$ cat config.mk
export PLATFORM = sky130hd
export DESIGN_NAME = ifetch_xlat_check
export DESIGN_NICKNAME = d
export VERILOG_FILES = /design/src/rtl/ifx_pkg.sv /design/src/rtl/ifx_ctrl.sv /design/src/rtl/ifx_dp.sv /design/src/rtl/ifetch_xlat_check.sv
export SDC_FILE = /design/constraint.sdc
export NUM_CORES = 1
export LEC_CHECK = 0
export BUFFER_PORTS_ARGS = -buffer_cell sky130_fd_sc_hd__buf_2
export CAP_MARGIN = 40
export CORE_AREA = 2 2 187 189
export DETAILED_ROUTE_END_ITERATION = 8
export DIE_AREA = 0 0 189 191
export PLACE_DENSITY_LB_ADDON = 0.05
export SYNTH_ARGS = -nofsm -noshare
export SYNTH_HDL_FRONTEND = slang
export SYNTH_SLANG_ARGS = --single-unit
$ cat constraint.sdc
create_clock -name clk -period 1.6 [get_ports clk]
set_clock_uncertainty 0.05 [all_clocks]
set_input_delay 0.08 -clock clk [delete_from_list [all_inputs] [get_ports clk]]
set_output_delay 0.08 -clock clk [all_outputs]
set_load 0.01 [all_outputs]
$ cat src/rtl/ifx_pkg.sv
package ifx_pkg;

  typedef enum logic [4:0] {
    FLT_NONE     = 5'd0,
    FLT_MISALIGN = 5'd1,
    FLT_RANGE    = 5'd2,
    FLT_RMISS    = 5'd4,
    FLT_VMISS    = 5'd8,
    FLT_PRIV     = 5'd16
  } fault_e;

  localparam int SW_HPRIV  = 0;
  localparam int SW_RED    = 1;
  localparam int SW_PRIV   = 2;
  localparam int SW_AMASK  = 3;
  localparam int SW_XLATEN = 4;
  localparam int SW_PART_LO = 8;
  localparam int SW_TL_LO   = 16;
  localparam int SW_CTX_LO  = 32;

  localparam logic [1:0] CT_PRIMARY = 2'd0;
  localparam logic [1:0] CT_NUCLEUS = 2'd2;
  localparam logic [7:0] ASI_PRIMARY = 8'h80;
  localparam logic [7:0] ASI_NUCLEUS = 8'h04;

  localparam logic [8:0] FT_PRIV     = 9'h001;
  localparam logic [8:0] FT_MISALIGN = 9'h008;
  localparam logic [8:0] FT_RANGE    = 9'h020;

  typedef struct packed {
    logic       lookup;
    logic       ok;
    logic       bypass;
    logic       fsrWrite;
    logic       tagWrite;
    fault_e     fault;
    logic [8:0] ftype;
  } ifx_strobe_t;

endpackage

$ cat src/rtl/ifx_ctrl.sv
module ifx_ctrl
  import ifx_pkg::*;
(
  input  logic        reqValid,
  input  logic        hpriv,
  input  logic        red,
  input  logic        priv,
  input  logic        amask,
  input  logic        misaligned,
  input  logic        inHole,
  input  logic        lookupReal,
  input  logic        tlbHit,
  input  logic        tlbPriv,
  output ifx_strobe_t st
);

  always_comb begin
    st = '{lookup: 1'b0, ok: 1'b0, bypass: 1'b0, fsrWrite: 1'b0,
           tagWrite: 1'b0, fault: FLT_NONE, ftype: 9'h0};
    if (reqValid) begin
      if (hpriv || red) begin
        st.bypass = 1'b1;
        st.ok     = 1'b1;
      end else if (misaligned) begin
        st.fault    = FLT_MISALIGN;
        st.ftype    = FT_MISALIGN;
        st.fsrWrite = 1'b1;
      end else if (!amask && inHole) begin
        st.fault    = FLT_RANGE;
        st.ftype    = FT_RANGE;
        st.fsrWrite = 1'b1;
      end else begin
        st.lookup = 1'b1;
        if (!tlbHit) begin
          st.fault    = lookupReal ? FLT_RMISS : FLT_VMISS;
          st.tagWrite = 1'b1;
        end else if (tlbPriv && !priv) begin
          st.fault    = FLT_PRIV;
          st.ftype    = FT_PRIV;
          st.fsrWrite = 1'b1;
        end else begin
          st.ok = 1'b1;
        end
      end
    end
  end

endmodule

$ cat src/rtl/ifx_dp.sv
module ifx_dp
  import ifx_pkg::*;
#(
  parameter int PA_W      = 40,
  parameter int PAGE_BITS = 13,
  parameter int CTX_W     = 13,
  parameter logic [63:0] HOLE_LO = 64'h0000_8000_0000_0000,
  parameter logic [63:0] HOLE_HI = 64'hFFFF_7FFF_FFFF_FFFF,
  localparam int PPN_W = PA_W - PAGE_BITS
) (
  input  logic              clk,
  input  logic              rstN,
  input  logic              reqValid,
  input  logic [63:0]       reqVaddr,
  input  logic [63:0]       stateWord,
  input  logic [63:0]       fsrCur,
  input  ifx_strobe_t       st,
  output logic              misaligned,
  output logic              inHole,
  output logic              lookupReal,
  output logic              tlbReqValid,
  output logic [63:0]       tlbVaddr,
  output logic [7:0]        tlbPartId,
  output logic [CTX_W-1:0]  tlbContext,
  output logic              tlbReal,
  input  logic [PPN_W-1:0]  tlbPpn,
  output logic              respValid,
  output logic              respOk,
  output logic [PA_W-1:0]   respPaddr,
  output logic [4:0]        respFault,
  output logic              fsrWe,
  output logic [63:0]       fsrNext,
  output logic              tagWe,
  output logic [63:0]       tagNext
);

  logic [63:0]      effVa;
  logic             useNucleus;
  logic [CTX_W-1:0] selCtx, keyCtx;
  logic [1:0]       ctxType;
  logic [7:0]       asiVal;
  logic [63:0]      fsrBuild, tagBuild;
  logic [PA_W-1:0]  paBuild;
  logic             unusedBits;

  assign unusedBits = ^{stateWord, fsrCur};

  assign effVa      = stateWord[SW_AMASK] ? {32'h0, reqVaddr[31:0]} : reqVaddr;
  assign misaligned = |reqVaddr[1:0];
  assign inHole     = (effVa >= HOLE_LO) && (effVa <= HOLE_HI);
  assign useNucleus = |stateWord[SW_TL_LO +: 3];
  assign selCtx     = useNucleus ? '0 : stateWord[SW_CTX_LO +: CTX_W];
  assign lookupReal = !stateWord[SW_XLATEN];
  assign keyCtx     = lookupReal ? '0 : selCtx;
  assign ctxType    = useNucleus ? CT_NUCLEUS : CT_PRIMARY;
  assign asiVal     = useNucleus ? ASI_NUCLEUS : ASI_PRIMARY;

  assign tlbReqValid = st.lookup;
  assign tlbVaddr    = effVa;
  assign tlbPartId   = stateWord[SW_PART_LO +: 8];
  assign tlbContext  = keyCtx;
  assign tlbReal     = lookupReal;

  always_comb begin
    fsrBuild        = '0;
    fsrBuild[0]     = 1'b1;
    fsrBuild[1]     = fsrCur[0];
    fsrBuild[5:4]   = ctxType;
    fsrBuild[15:7]  = st.ftype;
    fsrBuild[23:16] = asiVal;
  end

  assign tagBuild = {effVa[63:PAGE_BITS], {PAGE_BITS{1'b0}}}
                  | {{(64-CTX_W){1'b0}}, keyCtx};
  assign paBuild  = st.bypass ? reqVaddr[PA_W-1:0]
                              : {tlbPpn, effVa[PAGE_BITS-1:0]};

  always_ff @(posedge clk) begin
    if (!rstN) begin
      respValid <= 1'b0;
      respOk    <= 1'b0;
      respPaddr <= '0;
      respFault <= '0;
      fsrWe     <= 1'b0;
      fsrNext   <= '0;
      tagWe     <= 1'b0;
      tagNext   <= '0;
    end else begin
      respValid <= st.ok || (st.fault != FLT_NONE);
      respOk    <= st.ok;
      respPaddr <= st.ok ? paBuild : '0;
      respFault <= st.fault;
      fsrWe     <= st.fsrWrite;
      fsrNext   <= st.fsrWrite ? fsrBuild : '0;
      tagWe     <= st.tagWrite;
      tagNext   <= st.tagWrite ? tagBuild : '0;
    end
  end

  a_r11_one_result: assert property (@(posedge clk) disable iff (!rstN)
    respValid |-> ($countones({respOk, respFault}) == 1));

  a_r11_idle_quiet: assert property (@(posedge clk) disable iff (!rstN)
    !reqValid |=> !respValid);

  a_r1_bypass_ok: assert property (@(posedge clk) disable iff (!rstN)
    reqValid && (stateWord[SW_HPRIV] || stateWord[SW_RED]) |=> respValid && respOk);

  a_r3_aligned_key: assert property (@(posedge clk) disable iff (!rstN)
    tlbReqValid |-> (reqVaddr[1:0] == 2'b00));

  a_r10_overflow: assert property (@(posedge clk) disable iff (!rstN)
    fsrWe |-> fsrNext[0] && (fsrNext[1] == $past(fsrCur[0])));

  a_r7_tag_on_miss: assert property (@(posedge clk) disable iff (!rstN)
    tagWe |-> (respFault == FLT_RMISS || respFault == FLT_VMISS));

endmodule

$ cat src/rtl/ifetch_xlat_check.sv
module ifetch_xlat_check
  import ifx_pkg::*;
#(
  parameter int PA_W      = 40,
  parameter int PAGE_BITS = 13,
  parameter int CTX_W     = 13,
  parameter logic [63:0] HOLE_LO = 64'h0000_8000_0000_0000,
  parameter logic [63:0] HOLE_HI = 64'hFFFF_7FFF_FFFF_FFFF,
  localparam int PPN_W = PA_W - PAGE_BITS
) (
  input  logic              clk,
  input  logic              rstN,
  input  logic              reqValid,
  input  logic [63:0]       reqVaddr,
  input  logic [63:0]       stateWord,
  input  logic [63:0]       fsrCur,
  output logic              tlbReqValid,
  output logic [63:0]       tlbVaddr,
  output logic [7:0]        tlbPartId,
  output logic [CTX_W-1:0]  tlbContext,
  output logic              tlbReal,
  input  logic              tlbHit,
  input  logic [PPN_W-1:0]  tlbPpn,
  input  logic              tlbPriv,
  output logic              respValid,
  output logic              respOk,
  output logic [PA_W-1:0]   respPaddr,
  output logic [4:0]        respFault,
  output logic              fsrWe,
  output logic [63:0]       fsrNext,
  output logic              tagWe,
  output logic [63:0]       tagNext
);

  ifx_strobe_t st;
  logic misaligned, inHole, lookupReal;

  ifx_ctrl i_ctrl (
    .reqValid  (reqValid),
    .hpriv     (stateWord[SW_HPRIV]),
    .red       (stateWord[SW_RED]),
    .priv      (stateWord[SW_PRIV]),
    .amask     (stateWord[SW_AMASK]),
    .misaligned(misaligned),
    .inHole    (inHole),
    .lookupReal(lookupReal),
    .tlbHit    (tlbHit),
    .tlbPriv   (tlbPriv),
    .st        (st)
  );

  ifx_dp #(
    .PA_W(PA_W), .PAGE_BITS(PAGE_BITS), .CTX_W(CTX_W),
    .HOLE_LO(HOLE_LO), .HOLE_HI(HOLE_HI)
  ) i_dp (
    .clk(clk), .rstN(rstN), .reqValid(reqValid), .reqVaddr(reqVaddr),
    .stateWord(stateWord), .fsrCur(fsrCur), .st(st),
    .misaligned(misaligned), .inHole(inHole), .lookupReal(lookupReal),
    .tlbReqValid(tlbReqValid), .tlbVaddr(tlbVaddr), .tlbPartId(tlbPartId),
    .tlbContext(tlbContext), .tlbReal(tlbReal), .tlbPpn(tlbPpn),
    .respValid(respValid), .respOk(respOk), .respPaddr(respPaddr),
    .respFault(respFault), .fsrWe(fsrWe), .fsrNext(fsrNext),
    .tagWe(tagWe), .tagNext(tagNext)
  );

endmodule

==> reports/metrics.yaml <==
layout:
  final_cell_count_no_fill: 1305
  layout.nets: 1062
  drive_above_1_share: 0.483
  finalCoreUtilization: 0.236
  flow.area_growth_from_synthesis_pct: 70.6
  fin_area_mm2: 0.00805
floorplanning:
  die_h_um: 191
  start_util: 0.138
  boundaryPins: 488
  core_mm2: 0.0341
  die_w_um: 189
  fp-row-count: 68
  die_area_mm2: 0.0361
yosys:
  synthTopCellsByArea: "sky130_fd_sc_hd__dfxtp_1 50%, sky130_fd_sc_hd__buf_4 16%, sky130_fd_sc_hd__and2_1 5.8%"
  syn-cell-area_mm2: 0.00472
  synth-edff-count: 0
  yosys.area.top_type_share: 0.505
  mean_cell_area_of_the_mapped_netlist_um2: 10.6
  synthesis.instances: 445
  seq_area_frac_synth: 0.505
  ys_top_cells_by_count: "119 x sky130_fd_sc_hd__dfxtp_1, 100 x sky130_fd_sc_hd__buf_4, 44 x sky130_fd_sc_hd__and2_1"
  async_flop_share: 0
  top_reg_cell_synth: "sky130_fd_sc_hd__dfxtp_1"
  yosys.cell_types.count: 33
  post-synth-top-count-cell: "sky130_fd_sc_hd__dfxtp_1"
  synth_largest_area_cell: "sky130_fd_sc_hd__dfxtp_1"
  yosys_register_bits: 119
  synth-warning-count: 0
worst_setup_path:
  setup.worst_path.start_class: "input pin"
  required_ns: 1.47
  cp-end-kind: "output pin"
  timing.critical_path.fanout_max: 3
  critPathArrivalTime_ns: 1.46
  timing_worst_setup_path_type: "in2out"
global_routing:
  globalRouteOverflowTotal: 0
  grt_antenna_before_repair: 2
  grt_use_total: 0.0991
  grt_first_pass_wirelength_mm: 26.4
  via_count_of_the_first_global_routing_pass: 4438
  maximum_number_of_pins_on_one_net_before_global_route_repair: 56
sta:
  whs_ns: 0.0282
  final.period_utilization: 0.991
  drv_slew: 0
  final_period_minus_worst_setup_slack_ns: 1.59
  finalWorstSetupSlack_ns: 0.0141
  hold_viol: 0
  finalSetupViolCount: 0
  rsz0062_at_grt: "yes"
  achievable-frequency_ghz: 0.631
  tns_ns: 0
worst_hold_path:
  path_category_of_the_worst_min_delay_check: "in2reg"
  hold_end: "i_dp.respFault[0]"
  timing.hold.worst.start: "reqVaddr[1]"
  hold_depth: 4
place:
  place_inst: 1180
  postPlaceCellArea_mm2: 0.00648
  preCtsSetupSlack_ns: -0.298
  hpwl_mm: 13.6
  numPortBuffers: 317
  gpl.final_weighted_congestion: 0.767
clock_tree:
  sinks_on_clock_net: 119
  cts_root_buffer: "sky130_fd_sc_hd__clkbuf_16"
  path_clk_slew_ns: 0.06
  cts_tree: "yes"
  cts.htree.levels: 4
  number_of_buffers_inserted_during_clock_tree_synthesis: 17
  cts_buffer_depth: 2
detailed_routing:
  drc_violations: 0
  first_iter_violations: 95
  antenna_left: 0
  route.vias.total: 4403
  drt_wl_total_mm: 18.4
  average_vias_per_placed_instance: 3.37
  wl_per_cell_um: 14.1
  drt_pass1_iterations: 4
run:
  max-cap-violations: 0
outcome:
  outcome: "completed"
power:
  power.static_leakage_nw: 4.00
  total_power_mw: 7.38
  power-per-cell-area_mw_per_mm2: 917
  vdd_drop_max_uv: 683
layout by cell type (no fill, tap or decap), drive strengths merged, types with 11 or more instances in the layout:
cell type and instances:
nor2b 32, dfxtp 119, a21boi 11, nor3b 23, and2 44, clkbuf 19, buf 351, dlygate4sd3 90
a22o 27, and3 15, nor2 11, conb 56
sequential cells by signal, indices dropped and copies added, names as in the netlist:
| signal | count |
|---|---|
| i_dp.fsrWe | 1 |
| i_dp.respFault | 5 |
| i_dp.tagNext | 64 |
| i_dp.respPaddr | 40 |
| i_dp.respValid | 1 |
| i_dp.fsrNext | 6 |
| i_dp.respOk | 1 |
| i_dp.tagWe | 1 |
logic make-up after synthesis:
kind of cell | share of synthesized area
compound gates | 0.0931
buf+inv | 0.192
flops | 0.505
other cells | 0.000795
simple gates | 0.210
area by class of cell:
type                            instances  area (um2)
Fill cell                            3724       26100
Tap cell                              455         569
Inverter                                4        16.3
Antenna cell                            1        2.50
Sequential cell                       119        2380
Multi-Input combinational cell        255        1710
Clock inverter                         11        80.1
Timing Repair Buffer                  441        2850
Clock buffer                           19         443
worst max path at each step:
stage	from	endpoint	slack (ns)	depth (start not counted)
final	reqVaddr[61]	tlbReqValid	0.01	8
after global placement	reqVaddr[60]	i_dp.tagNext[12]	-0.34	8
after floorplan	reqVaddr[60]	i_dp.tagNext[52]	0.08	7
after CTS	reqVaddr[61]	tlbReqValid	0.008	8
after global routing	reqVaddr[61]	tlbReqValid	-0.05	8
after detailed placement	reqVaddr[54]	i_dp.tagNext[12]	-0.30	8
layer usage:
metal,wire length [um],vias to the layer above,part of all wire,GRT usage
li1,-,2115,-,-
met1,7280,2009,0.40,0.103
met2,9090,256,0.49,0.179
met3,1660,19,0.090,0.0426
met4,314,4,0.017,0.0340
met5,30,-,0.0016,0
critical path, stage by stage:
cell and delay (ns):
sky130_fd_sc_hd__buf_6 0.10, sky130_fd_sc_hd__nor4_2 0.27, sky130_fd_sc_hd__and3_4 0.25, sky130_fd_sc_hd__a41oi_4 0.13
sky130_fd_sc_hd__buf_6 0.16, sky130_fd_sc_hd__a21oi_4 0.15, sky130_fd_sc_hd__and3_4 0.21, sky130_fd_sc_hd__buf_6 0.10
timing repair:
| item | in CTS | in global routing |
|---|---|---|
| gates resized for setup | 10 | 9 |
| hold buffers | 90 | 0 |
| buffers inserted | 2 | 2 |
| hold endpoints to repair | 91 | 0 |
| pin swaps | 7 | 9 |
| endpoints found under the setup margin | 1 | 1 |
where the power goes:
| part | internal [mW] | switching [mW] | total [mW] |
|---|---|---|---|
| logic | 0.470 | 0.442 | 0.912 |
| registers | 3.01 | 0.0111 | 3.02 |
| clock network | 2.00 | 1.45 | 3.45 |
| total | 5.48 | 1.90 | 7.38 |
No activity file was read; power rests on OpenSTA's default activity.
